--- src/rtl/alu4_pkg.sv ---
`timescale 1ns/1ps
package alu4_pkg;

    localparam int OP_BITS = 3;

    typedef enum logic [OP_BITS-1:0] {
        OP_SUM  = 3'b000,
        OP_PROD = 3'b001,
        OP_DIFF = 3'b010,
        OP_QUOT = 3'b011
    } alu_op_e;

endpackage

--- src/rtl/alu4_addsub.sv ---
`timescale 1ns/1ps
module alu4_addsub #(
    parameter int W = 16
) (
    input  logic [W-1:0] a_i,
    input  logic [W-1:0] b_i,
    input  logic         neg_i,
    output logic [W-1:0] sum_o,
    output logic         flag_o
);
    logic [W-1:0] b_eff;
    logic [W:0]   wide;

    always_comb begin
        b_eff  = neg_i ? ~b_i : b_i;
        wide   = {1'b0, a_i} + {1'b0, b_eff} + {{W{1'b0}}, neg_i};
        sum_o  = wide[W-1:0];
        // for a difference, a missing carry out means a borrow
        flag_o = neg_i ? ~wide[W] : wide[W];
    end
endmodule

--- src/rtl/alu4_mul.sv ---
`timescale 1ns/1ps
module alu4_mul #(
    parameter int W = 16
) (
    input  logic [W-1:0] a_i,
    input  logic [W-1:0] b_i,
    output logic [W-1:0] prod_o
);
    logic [W-1:0] acc;

    // shift-and-add; only the low W bits are kept
    always_comb begin
        acc = '0;
        for (int i = 0; i < W; i++) begin
            if (b_i[i]) acc = acc + (a_i << i);
        end
        prod_o = acc;
    end
endmodule

--- src/rtl/alu4_div.sv ---
`timescale 1ns/1ps
module alu4_div #(
    parameter int W = 16
) (
    input  logic [W-1:0] a_i,
    input  logic [W-1:0] b_i,
    output logic [W-1:0] quot_o
);
    logic [W-1:0] rem;
    logic [W:0]   trial;
    logic [W:0]   diff;
    logic [W-1:0] q;

    // restoring division, one quotient bit per step, MSB first
    always_comb begin
        rem = '0;
        q   = '0;
        for (int i = W - 1; i >= 0; i--) begin
            trial = {rem, a_i[i]};
            diff  = trial - {1'b0, b_i};
            q[i]  = ~diff[W];
            rem   = diff[W] ? trial[W-1:0] : diff[W-1:0];
        end
        quot_o = q;
    end
endmodule

--- src/rtl/alu4_core.sv ---
`timescale 1ns/1ps
module alu4_core
    import alu4_pkg::*;
#(
    parameter int W = 16
) (
    input  logic [W-1:0]       opa_i,
    input  logic [W-1:0]       opb_i,
    input  logic [OP_BITS-1:0] op_i,
    output logic [W-1:0]       res_o,
    output logic               cy_o,
    output logic               dz_o,
    output logic               bad_o
);
    localparam logic [W-1:0] ALL_ONES = {W{1'b1}};

    typedef struct packed {
        logic [W-1:0] res;
        logic         cy;
        logic         dz;
        logic         bad;
    } alu_out_t;

    logic [W-1:0] as_sum, mul_prod, div_quot;
    logic         as_flag;
    logic         is_diff;
    alu_out_t     out_d;

    assign is_diff = (op_i == OP_DIFF);

    alu4_addsub #(.W(W)) u_addsub (
        .a_i    (opa_i),
        .b_i    (opb_i),
        .neg_i  (is_diff),
        .sum_o  (as_sum),
        .flag_o (as_flag)
    );

    alu4_mul #(.W(W)) u_mul (
        .a_i    (opa_i),
        .b_i    (opb_i),
        .prod_o (mul_prod)
    );

    alu4_div #(.W(W)) u_div (
        .a_i    (opa_i),
        .b_i    (opb_i),
        .quot_o (div_quot)
    );

    always_comb begin
        out_d = '0;
        case (op_i)
            OP_SUM,
            OP_DIFF: begin
                out_d.res = as_sum;
                out_d.cy  = as_flag;
            end
            OP_PROD: out_d.res = mul_prod;
            OP_QUOT: begin
                if (opb_i == '0) begin
                    out_d.dz  = 1'b1;
                    out_d.res = ALL_ONES;
                end else begin
                    out_d.res = div_quot;
                end
            end
            default: out_d.bad = 1'b1;
        endcase
    end

    assign res_o = out_d.res;
    assign cy_o  = out_d.cy;
    assign dz_o  = out_d.dz;
    assign bad_o = out_d.bad;

    always_comb begin
        AST_UNDEF_QUIET: assert (!bad_o || (res_o == '0 && !cy_o && !dz_o))
            else $error("undefined code produced data");
        AST_DZ_ONES: assert (!dz_o || res_o == ALL_ONES)
            else $error("divide by zero result not all ones");
        AST_FLAGS_EXCL: assert (!(bad_o && dz_o))
            else $error("both flags set");
        AST_BORROW_CMP: assert (!(op_i == OP_DIFF) || (cy_o == (opa_i < opb_i)))
            else $error("borrow disagrees with compare");
        AST_NOCARRY_MD: assert (!(op_i == OP_PROD || op_i == OP_QUOT) || !cy_o)
            else $error("carry set on product or quotient");
        AST_QUOT_BOUND: assert (!(op_i == OP_QUOT && opb_i != '0) || res_o <= opa_i)
            else $error("quotient exceeds dividend");
    end
endmodule

--- config.mk ---
export PLATFORM = sky130hd
export DESIGN_NAME = alu4_core
export DESIGN_NICKNAME = d
export VERILOG_FILES = /design/src/rtl/alu4_pkg.sv /design/src/rtl/alu4_addsub.sv /design/src/rtl/alu4_mul.sv /design/src/rtl/alu4_div.sv /design/src/rtl/alu4_core.sv
export SDC_FILE = /design/constraint.sdc
export NUM_CORES = 1
export LEC_CHECK = 0
export BUFFER_PORTS_ARGS = -buffer_cell sky130_fd_sc_hd__buf_4
export CORE_MARGIN = 1
export CORE_UTILIZATION = 45
export DETAILED_ROUTE_END_ITERATION = 6
export GPL_ROUTABILITY_DRIVEN = 1
export PLACE_DENSITY = 0.66
export SLEW_MARGIN = 20
export SYNTH_ARGS = -nofsm -noshare
export SYNTH_HDL_FRONTEND = slang
export SYNTH_SLANG_ARGS = --single-unit
--- constraint.sdc ---
create_clock -name vclk -period 242.6
set_clock_uncertainty 0.1 [all_clocks]
set_input_delay 72.78 -clock vclk [all_inputs]
set_output_delay 72.78 -clock vclk [all_outputs]
set_load 0.02 [all_outputs]
* After elaboration in Yosys (flattened, before gate mapping)
Index checks and enable logic that the tools add are counted.
Operators by class: $add $sub $neg 33, multiply operators 0, div/mod/pow operators 0, $lt $le $gt $ge 0, eq/ne operators 3, shift-type cells 0, mux-type cells 39, bitwise operators 18, reduce and logical (&&, ||, !) cells 4
Operators by type and width (count):
- 16-bit two-way mux | 33
- 17-bit by 16-bit subtractor with 17-bit output | 15
- 16-bit adder | 15
- 16-bit one-hot mux with 3 select lines | 1
- 16-bit by 16-bit adder with 17-bit output | 1
- 17-bit by 1-bit adder with 17-bit output | 1
- 1-bit NOT | 17
- 1-bit by 16-bit subtractor with 17-bit output | 1
- 16-bit logical NOT | 1
- 16-bit NOT | 1
- 3-bit by 2-bit equality test with 1-bit output, second input constant | 2
- 1-bit two-way mux | 5
- 4-bit OR reduction | 1
- 3-bit by 1-bit equality test with 1-bit output, second input constant | 1
- 3-bit logical NOT | 1
- 2-bit OR reduction | 1
Word-level totals: bits in registers 0, bits in latches 0, bits in writable memories 0, bits in read-only memories 0, input bits 35, output and inout bits 19, logic and storage cells 97, memories 0

* Longest topological paths before layout
Gate-level depths: netlist (run 1).
depth after elaboration 34, depth in mapped cells 272, mapped depth without buffers 254

* By module
From an unflattened synthesis (run 1), not the netlist that was laid out.
Second synthesis, totals: cells, all modules 2850, area total of the unflattened synthesis 20487.1 um^2
Modules (own cells, without submodules):
- alu4_div | instances 1, cells each 1710, area an instance 12448.2 um^2, sequential area each 0.0 um^2
- alu4_mul | instances 1, cells each 931, area an instance 6456.2 um^2, sequential area each 0.0 um^2
- alu4_addsub | instances 1, cells each 124, area an instance 945.9 um^2, sequential area each 0.0 um^2
- alu4_core | instances 1, cells each 85, area an instance 636.9 um^2, sequential area each 0.0 um^2

* Worst setup path before layout (run 1)
No wires, ideal clock.
path kind input to output, start point in opb_i[1], end point out res_o[0], arrival time 121.073 ns, setup slack 48.647 ns, stages 261, path buffers 24, path through buf_2 buf_1 inv_1 ha_1 clkinv_1 nor2_1 nor2_1 a21oi_1 inv_1 fa_1 nand2b_1 a21oi_1 o2111ai_4 a21oi_2 xor2_2 buf_4 nor2_1 a21oi_1 [225 not listed] o21ai_0 nand2b_1 a21oi_1 nor2b_1 o21ai_0 nand2b_1 a21oi_1 nor2b_1 o21ai_0 nand2b_1 a21oi_1 nor2b_1 o21ai_0 nand2b_1 a21oi_1 and3_1 o21bai_1 nand3_1
On the way: cells in the longest elaborated chain, start to end 34
Ends and longest elaborated chain:
- start, declared | RTL line alu4_core.sv:8 | input logic [W-1:0] opb_i,
- 1-bit by 16-bit subtractor with 17-bit output | RTL line alu4_div.sv:20 | diff = trial - {1'b0, b_i};
- 16-bit two-way mux | RTL line alu4_div.sv:22 | rem = diff[W] ? trial[W-1:0] : diff[W-1:0];
- 17-bit by 16-bit subtractor with 17-bit output | RTL line alu4_div.sv:20
- 16-bit two-way mux | RTL line alu4_div.sv:22
- 17-bit by 16-bit subtractor with 17-bit output | RTL line alu4_div.sv:20
- 16-bit two-way mux | RTL line alu4_div.sv:22
- 17-bit by 16-bit subtractor with 17-bit output | RTL line alu4_div.sv:20
- 16-bit two-way mux | RTL line alu4_div.sv:22
- [18 not listed]
- 17-bit by 16-bit subtractor with 17-bit output | RTL line alu4_div.sv:20
- 16-bit two-way mux | RTL line alu4_div.sv:22
- 17-bit by 16-bit subtractor with 17-bit output | RTL line alu4_div.sv:20
- 16-bit two-way mux | RTL line alu4_div.sv:22
- 17-bit by 16-bit subtractor with 17-bit output | RTL line alu4_div.sv:20
- 1-bit NOT | RTL line alu4_div.sv:21 | q[i] = ~diff[W];
- 16-bit two-way mux | RTL line alu4_core.sv:61 | if (opb_i == '0) begin
- 16-bit one-hot mux with 3 select lines * | RTL line alu4_core.sv:53 | case (op_i)
- end, declared | RTL line alu4_core.sv:10 | output logic [W-1:0] res_o,
Mark *: on every way between the ends. The rest lies on a longest branch, timed or not.

* Worst setup path in the final report (run 1)
Ends and elaborated chain as after synthesis.

==> impl_metrics.yaml, run 1 <==
status:
  status: "completed"
placed_design:
  final_weighted_congestion_in_routability_driven_placement: 0.951
  detailedPlacementHpwl_um: 46000
  numPortBuffers: 54
yosys:
  synthesis.yosys.warnings: 0
  synth_compound_gate_area_share: 0.289
  yosysSeqAreaShare: 0
  synth.distinct_cells: 104
  synth-xor-area-share: 0.127
  yosys.area_share.simple: 0.163
  multiplexer_share_of_the_synthesized_area: 0.0964
  main_combinational_cell_family_by_area_after_synthesis: "compound AO/OA/AOI/OAI gates"
  post_synth_inst_count: 2646
  syn_area_um2: 19600
  adder_and_majority_cell_fraction_of_the_synthesized_area: 0.270
  synth_area_per_cell_um2: 7.39
timing:
  timing.final.hold_violations: 0
  timing.final.max_slew_violations: 0
  timing.setup.tns_ns: 0
  maxClockFrequency_mhz: 5.03
  grt_setup_unrepaired: "no"
  final_critical_delay_including_setup_and_external_delays_ns: 198.65
  worstMarginPinSlew_ns: 1.12
  maxSlewHeadroom: 0.249
  post-route-period-util: 0.819
  final-setup-viol-count: 0
grt:
  groute.usage.overall: 0.258
  first_global_vias: 18600
  global_route_wire_length_before_repair_um: 94300
  pin_count_of_the_biggest_net_entering_global_routing: 37
  antenna_found_initial: 0
  globalRouteOverflowTotal: 0
detailed_routing:
  final_antenna_net_count: 0
  post_drt_wl_per_cell_um: 17.7
  initialDrtViolationCount: 1041
  avgViaCountPerCell: 5.85
  detail_route.wirelength_um: 57900
  total_vias_in_the_final_route: 19100
  drc: 0
  detail_route.first_pass.iterations: 5
clocking:
  ctsHoldBuffers: 0
  cts_setup_buffers: 0
  cts-resized-gates: 0
cells_and_area:
  layout.clock_buffers: 0
  nFlopsAndLatches: 0
  antenna-diode-count: 0
  layout-drive-gt1-share: 0.0963
  nets: 3121
  final-seq-area_um2: 0
  synthToLayoutAreaGrowth_pct: 5.59
die:
  initial_core_util: 0.455
  rows: 76
  floorplan.die.width_um: 210
  placeableCoreArea_um2: 43000
  pin_count: 54
  fp.dieArea_um2: 44300
  die_y_um: 210
critical_path:
  crit_required_ns: 169.72
  crit_path_max_incr_delay_ns: 0.71
  sort_of_element_at_the_end_of_the_critical_path: "primary output"
  critical_path.startpoint_type: "input pin"
  buffers_and_inverters_on_the_worst_path: 11
  timing.critical_path.max_delay_family: "compound AO/OA/AOI/OAI gates"
  cpMaxStageDelayCell: "inv_1"
  critical_path_peak_fanout: 32
  criticalPathCategory: "in -> out"
  crit_top_cell: "o21ai_0"
  critical_path_arrival_ns: 125.77
job:
  drv.max_cap_violation_count: 0
worst_hold_path:
  worst_hold_path_type: "in -> out"
area by class of cell:
type                            instances  area, µm²
Inverter                              212        796
Fill cell                            4290      22300
Tap cell                              585        732
Multi-Input combinational cell       2389      18500
Timing Repair Buffer                   78        586
synth_stat cells, drive strengths merged, types with 21 or more instances:
| master | number | area, µm² |
|---|---|---|
| and2 | 28 | 175 |
| o21bai | 50 | 375 |
| nor2 | 232 | 871 |
| nor2b | 49 | 307 |
| o31ai | 27 | 221 |
| a21o | 105 | 788 |
| nor3 | 40 | 231 |
| xnor2 | 197 | 1770 |
| o21a | 43 | 323 |
| nand3 | 23 | 120 |
| nand2b | 53 | 332 |
| mux2i | 43 | 447 |
| mux2 | 123 | 1440 |
| a211oi | 21 | 198 |
| nand2 | 190 | 713 |
| a21oi | 246 | 1240 |
| inv | 209 | 785 |
| xor2 | 77 | 697 |
| fa | 28 | 561 |
| clkbuf | 28 | 105 |
| ha | 377 | 4720 |
| o21ai | 197 | 986 |
| a21boi | 47 | 357 |
| buf | 23 | 145 |
path summary, 6_finish.rpt:
check / slack (ns) / cells after the start / end / start
worst min-delay path: 145.76 / 2 / bad_o / op_i[2]
worst max-delay path: 43.95 / 247 / res_o[0] / opb_i[1]
cells by family after synthesis:
| kind of cell | count (synthesis) |
|---|---|
| xor+xnor | 275 |
| buf+inv | 263 |
| fa+ha+maj | 406 |
| compound gates | 864 |
| simple gates | 671 |
| mux | 166 |
| other cells | 1 |
layout by cell type (no fill, tap or decap), drive strengths merged, types with 12 or more instances in the layout:
cell type,synthesis,routed
a211oi,21,21
a21boi,47,47
a21o,105,105
a21oi,246,246
a31oi,12,12
and2,28,28
and3,15,15
buf,23,78
fa,28,28
ha,377,377
inv,209,209
mux2,123,123
mux2i,43,43
nand2,190,190
nand2b,53,53
nand3,23,23
nor2,232,232
nor2b,49,49
nor3,40,40
o211ai,12,12
o21a,43,43
o21ai,197,197
o21bai,50,50
o31ai,27,27
or3,14,14
xnor2,197,197
xor2,77,77
metal layers:
metal	track usage	wire length, µm	share of wire	vias to the layer above
li1	-	-	-	9611
met1	0.338	26700	0.46	8958
met2	0.461	27100	0.47	429
met3	0.0176	2760	0.048	87
met4	0.0590	1380	0.024	0
met5	0	0	0	-
per-stage QoR:
step                 util  worst slack [ns]  std cells  hold WS (ns)  instance area, µm²
floorplan               -             48.65       2652        145.54               19600
global route        0.480             37.93       3264        145.76               20600
CTS                 0.480             44.16       3264        145.76               20600
detailed placement  0.480             44.35       3264        145.75               20600
global placement    0.480             45.91       3264        145.75               20600
finish              0.480             43.95       3264        145.76               20600
Power of run 1 is not shown: default switching activity piles up to over one toggle a cycle in this logic, so the estimate is an artifact.
==> inputs of run 2 (changes only) <==
Settings changed: ABC_AREA set to 1.
Clock period 242.6 ns to 207.9 ns, I/O delays scaled along.
==> impl_metrics.yaml, run 2 <==
status:
  status: "completed"
grt:
  antenna_found_initial: 0
  global_route_wire_length_before_repair_um: 93200
  pin_count_of_the_biggest_net_entering_global_routing: 41
  globalRouteOverflowTotal: 0
  first_global_vias: 18900
  groute.usage.overall: 0.255
cells_and_area:
  final-seq-area_um2: 0
  nFlopsAndLatches: 0
  layout_commonest_cell: "nand2_1"
  mostFrequentLayoutCells: "561 x nand2_1, 417 x inv_1, 377 x ha_1"
  layout-drive-gt1-share: 0.0779
  synthToLayoutAreaGrowth_pct: 4.45
  nets: 3534
  antenna-diode-count: 0
  layout.clock_buffers: 0
  final_util: 0.480
yosys:
  synthesis.yosys.warnings: 0
  synthDominantCellAreaShare: 0.244
  syn_area_um2: 19300
  synth.distinct_cells: 59
  synth_commonest_cells: "561 x nand2_1, 417 x inv_1, 377 x ha_1"
  yosysSeqAreaShare: 0
  post-synth-top-area-cell: "ha_1"
  synthMostInstantiatedCell: "nand2_1"
  post_synth_inst_count: 3070
  synth_area_per_cell_um2: 6.30
  top_cells_by_area_in_the_synthesized_netlist: "ha_1 24%, nand2_1 11%, xor2_1 9.8%"
timing:
  timing.final.hold_violations: 0
  final_critical_delay_including_setup_and_external_delays_ns: 167.61
  minimum_hold_slack_ns: 124.89
  post-route-period-util: 0.806
  grt_setup_unrepaired: "no"
  final-setup-viol-count: 0
  timing.final.max_slew_violations: 0
  maxSlewHeadroom: 0.377
  worstMarginPinSlew_ns: 0.931
  maxClockFrequency_mhz: 5.97
  timing.setup.tns_ns: 0
detailed_routing:
  total_vias_in_the_final_route: 20000
  initialDrtViolationCount: 1327
  post_drt_wl_per_cell_um: 15.7
  drc: 0
  detail_route.first_pass.iterations: 5
  avgViaCountPerCell: 5.52
  final_antenna_net_count: 0
  detail_route.wirelength_um: 57000
placed_design:
  final_weighted_congestion_in_routability_driven_placement: 0.925
  numPortBuffers: 54
  detailedPlacementHpwl_um: 46600
critical_path:
  sort_of_element_at_the_end_of_the_critical_path: "primary output"
  critical_path.startpoint_type: "input pin"
  cpMaxStageDelayCell: "o21ai_0"
  crit_top_cell: "a21oi_1"
  critical_path_peak_fanout: 33
  crit_path_max_incr_delay_ns: 0.48
  criticalPathCategory: "in -> out"
  critical_path_arrival_ns: 105.14
  crit_required_ns: 145.43
die:
  rows: 75
  placeableCoreArea_um2: 42100
  die_y_um: 209
  fp.dieArea_um2: 43800
  initial_core_util: 0.459
  floorplan.die.width_um: 209
  pin_count: 54
job:
  drv.max_cap_violation_count: 0
clocking:
  cts_setup_buffers: 0
  cts-resized-gates: 0
  ctsHoldBuffers: 0
worst_hold_path:
  worst_hold_path_type: "in -> out"
-- run 2: kinds of logic (layout without fill, tap and decap cells) --
group / after synthesis / after routing / synth area share
AND/OR/NAND/NOR: 1055 / 1055 / 0.248
AO/OA/AOI/OAI: 845 / 845 / 0.253
other: 1 / 7 / 0.000194
buffers and inverters: 500 / 516 / 0.107
adder cells (fa/ha/maj): 405 / 405 / 0.273
XOR/XNOR: 264 / 264 / 0.120
-- run 2: path summary, 6_finish.rpt --
kind	from	slack (ns)	endpoint	depth (start not counted)
worst max-delay path	opb_i[14]	40.29	res_o[0]	244
worst min-delay path	op_i[2]	124.89	bad_o	2
-- run 2: stage by stage --
step / instance area [µm²] / setup WS [ns] / cells
global placement: 20200 / 42.04 / 3631
floorplan: 19400 / 43.62 / 3076
CTS: 20200 / 40.20 / 3631
global route: 20200 / 35.23 / 3631
finish: 20200 / 40.29 / 3631
detailed placement: 20200 / 40.28 / 3631
-- run 2: worst max-delay path: cells and delay by family --
kind            cells  cell delay, ns
compound gates    126           22.32
fa+ha+maj          15            6.33
buf+inv            32            3.54
simple gates       71           10.35
-- run 2: cell type report --
class / instances / area, µm²
timing repair buffer: 76 / 571
fill: 4283 / 21900
inverter: 440 / 1660
multi-input combinational: 2576 / 17300
tap: 539 / 674
-- run 2: routing by layer --
| metal | part of all wire | vias up | global-route usage |
|---|---|---|---|
| li1 | - | 10400 | - |
| met1 | 0.48 | 9167 | 0.345 |
| met2 | 0.46 | 422 | 0.448 |
| met3 | 0.038 | 73 | 0.00823 |
| met4 | 0.026 | 0 | 0.0578 |
| met5 | 0 | - | 0 |
Power of run 2 is left out for the same reason.
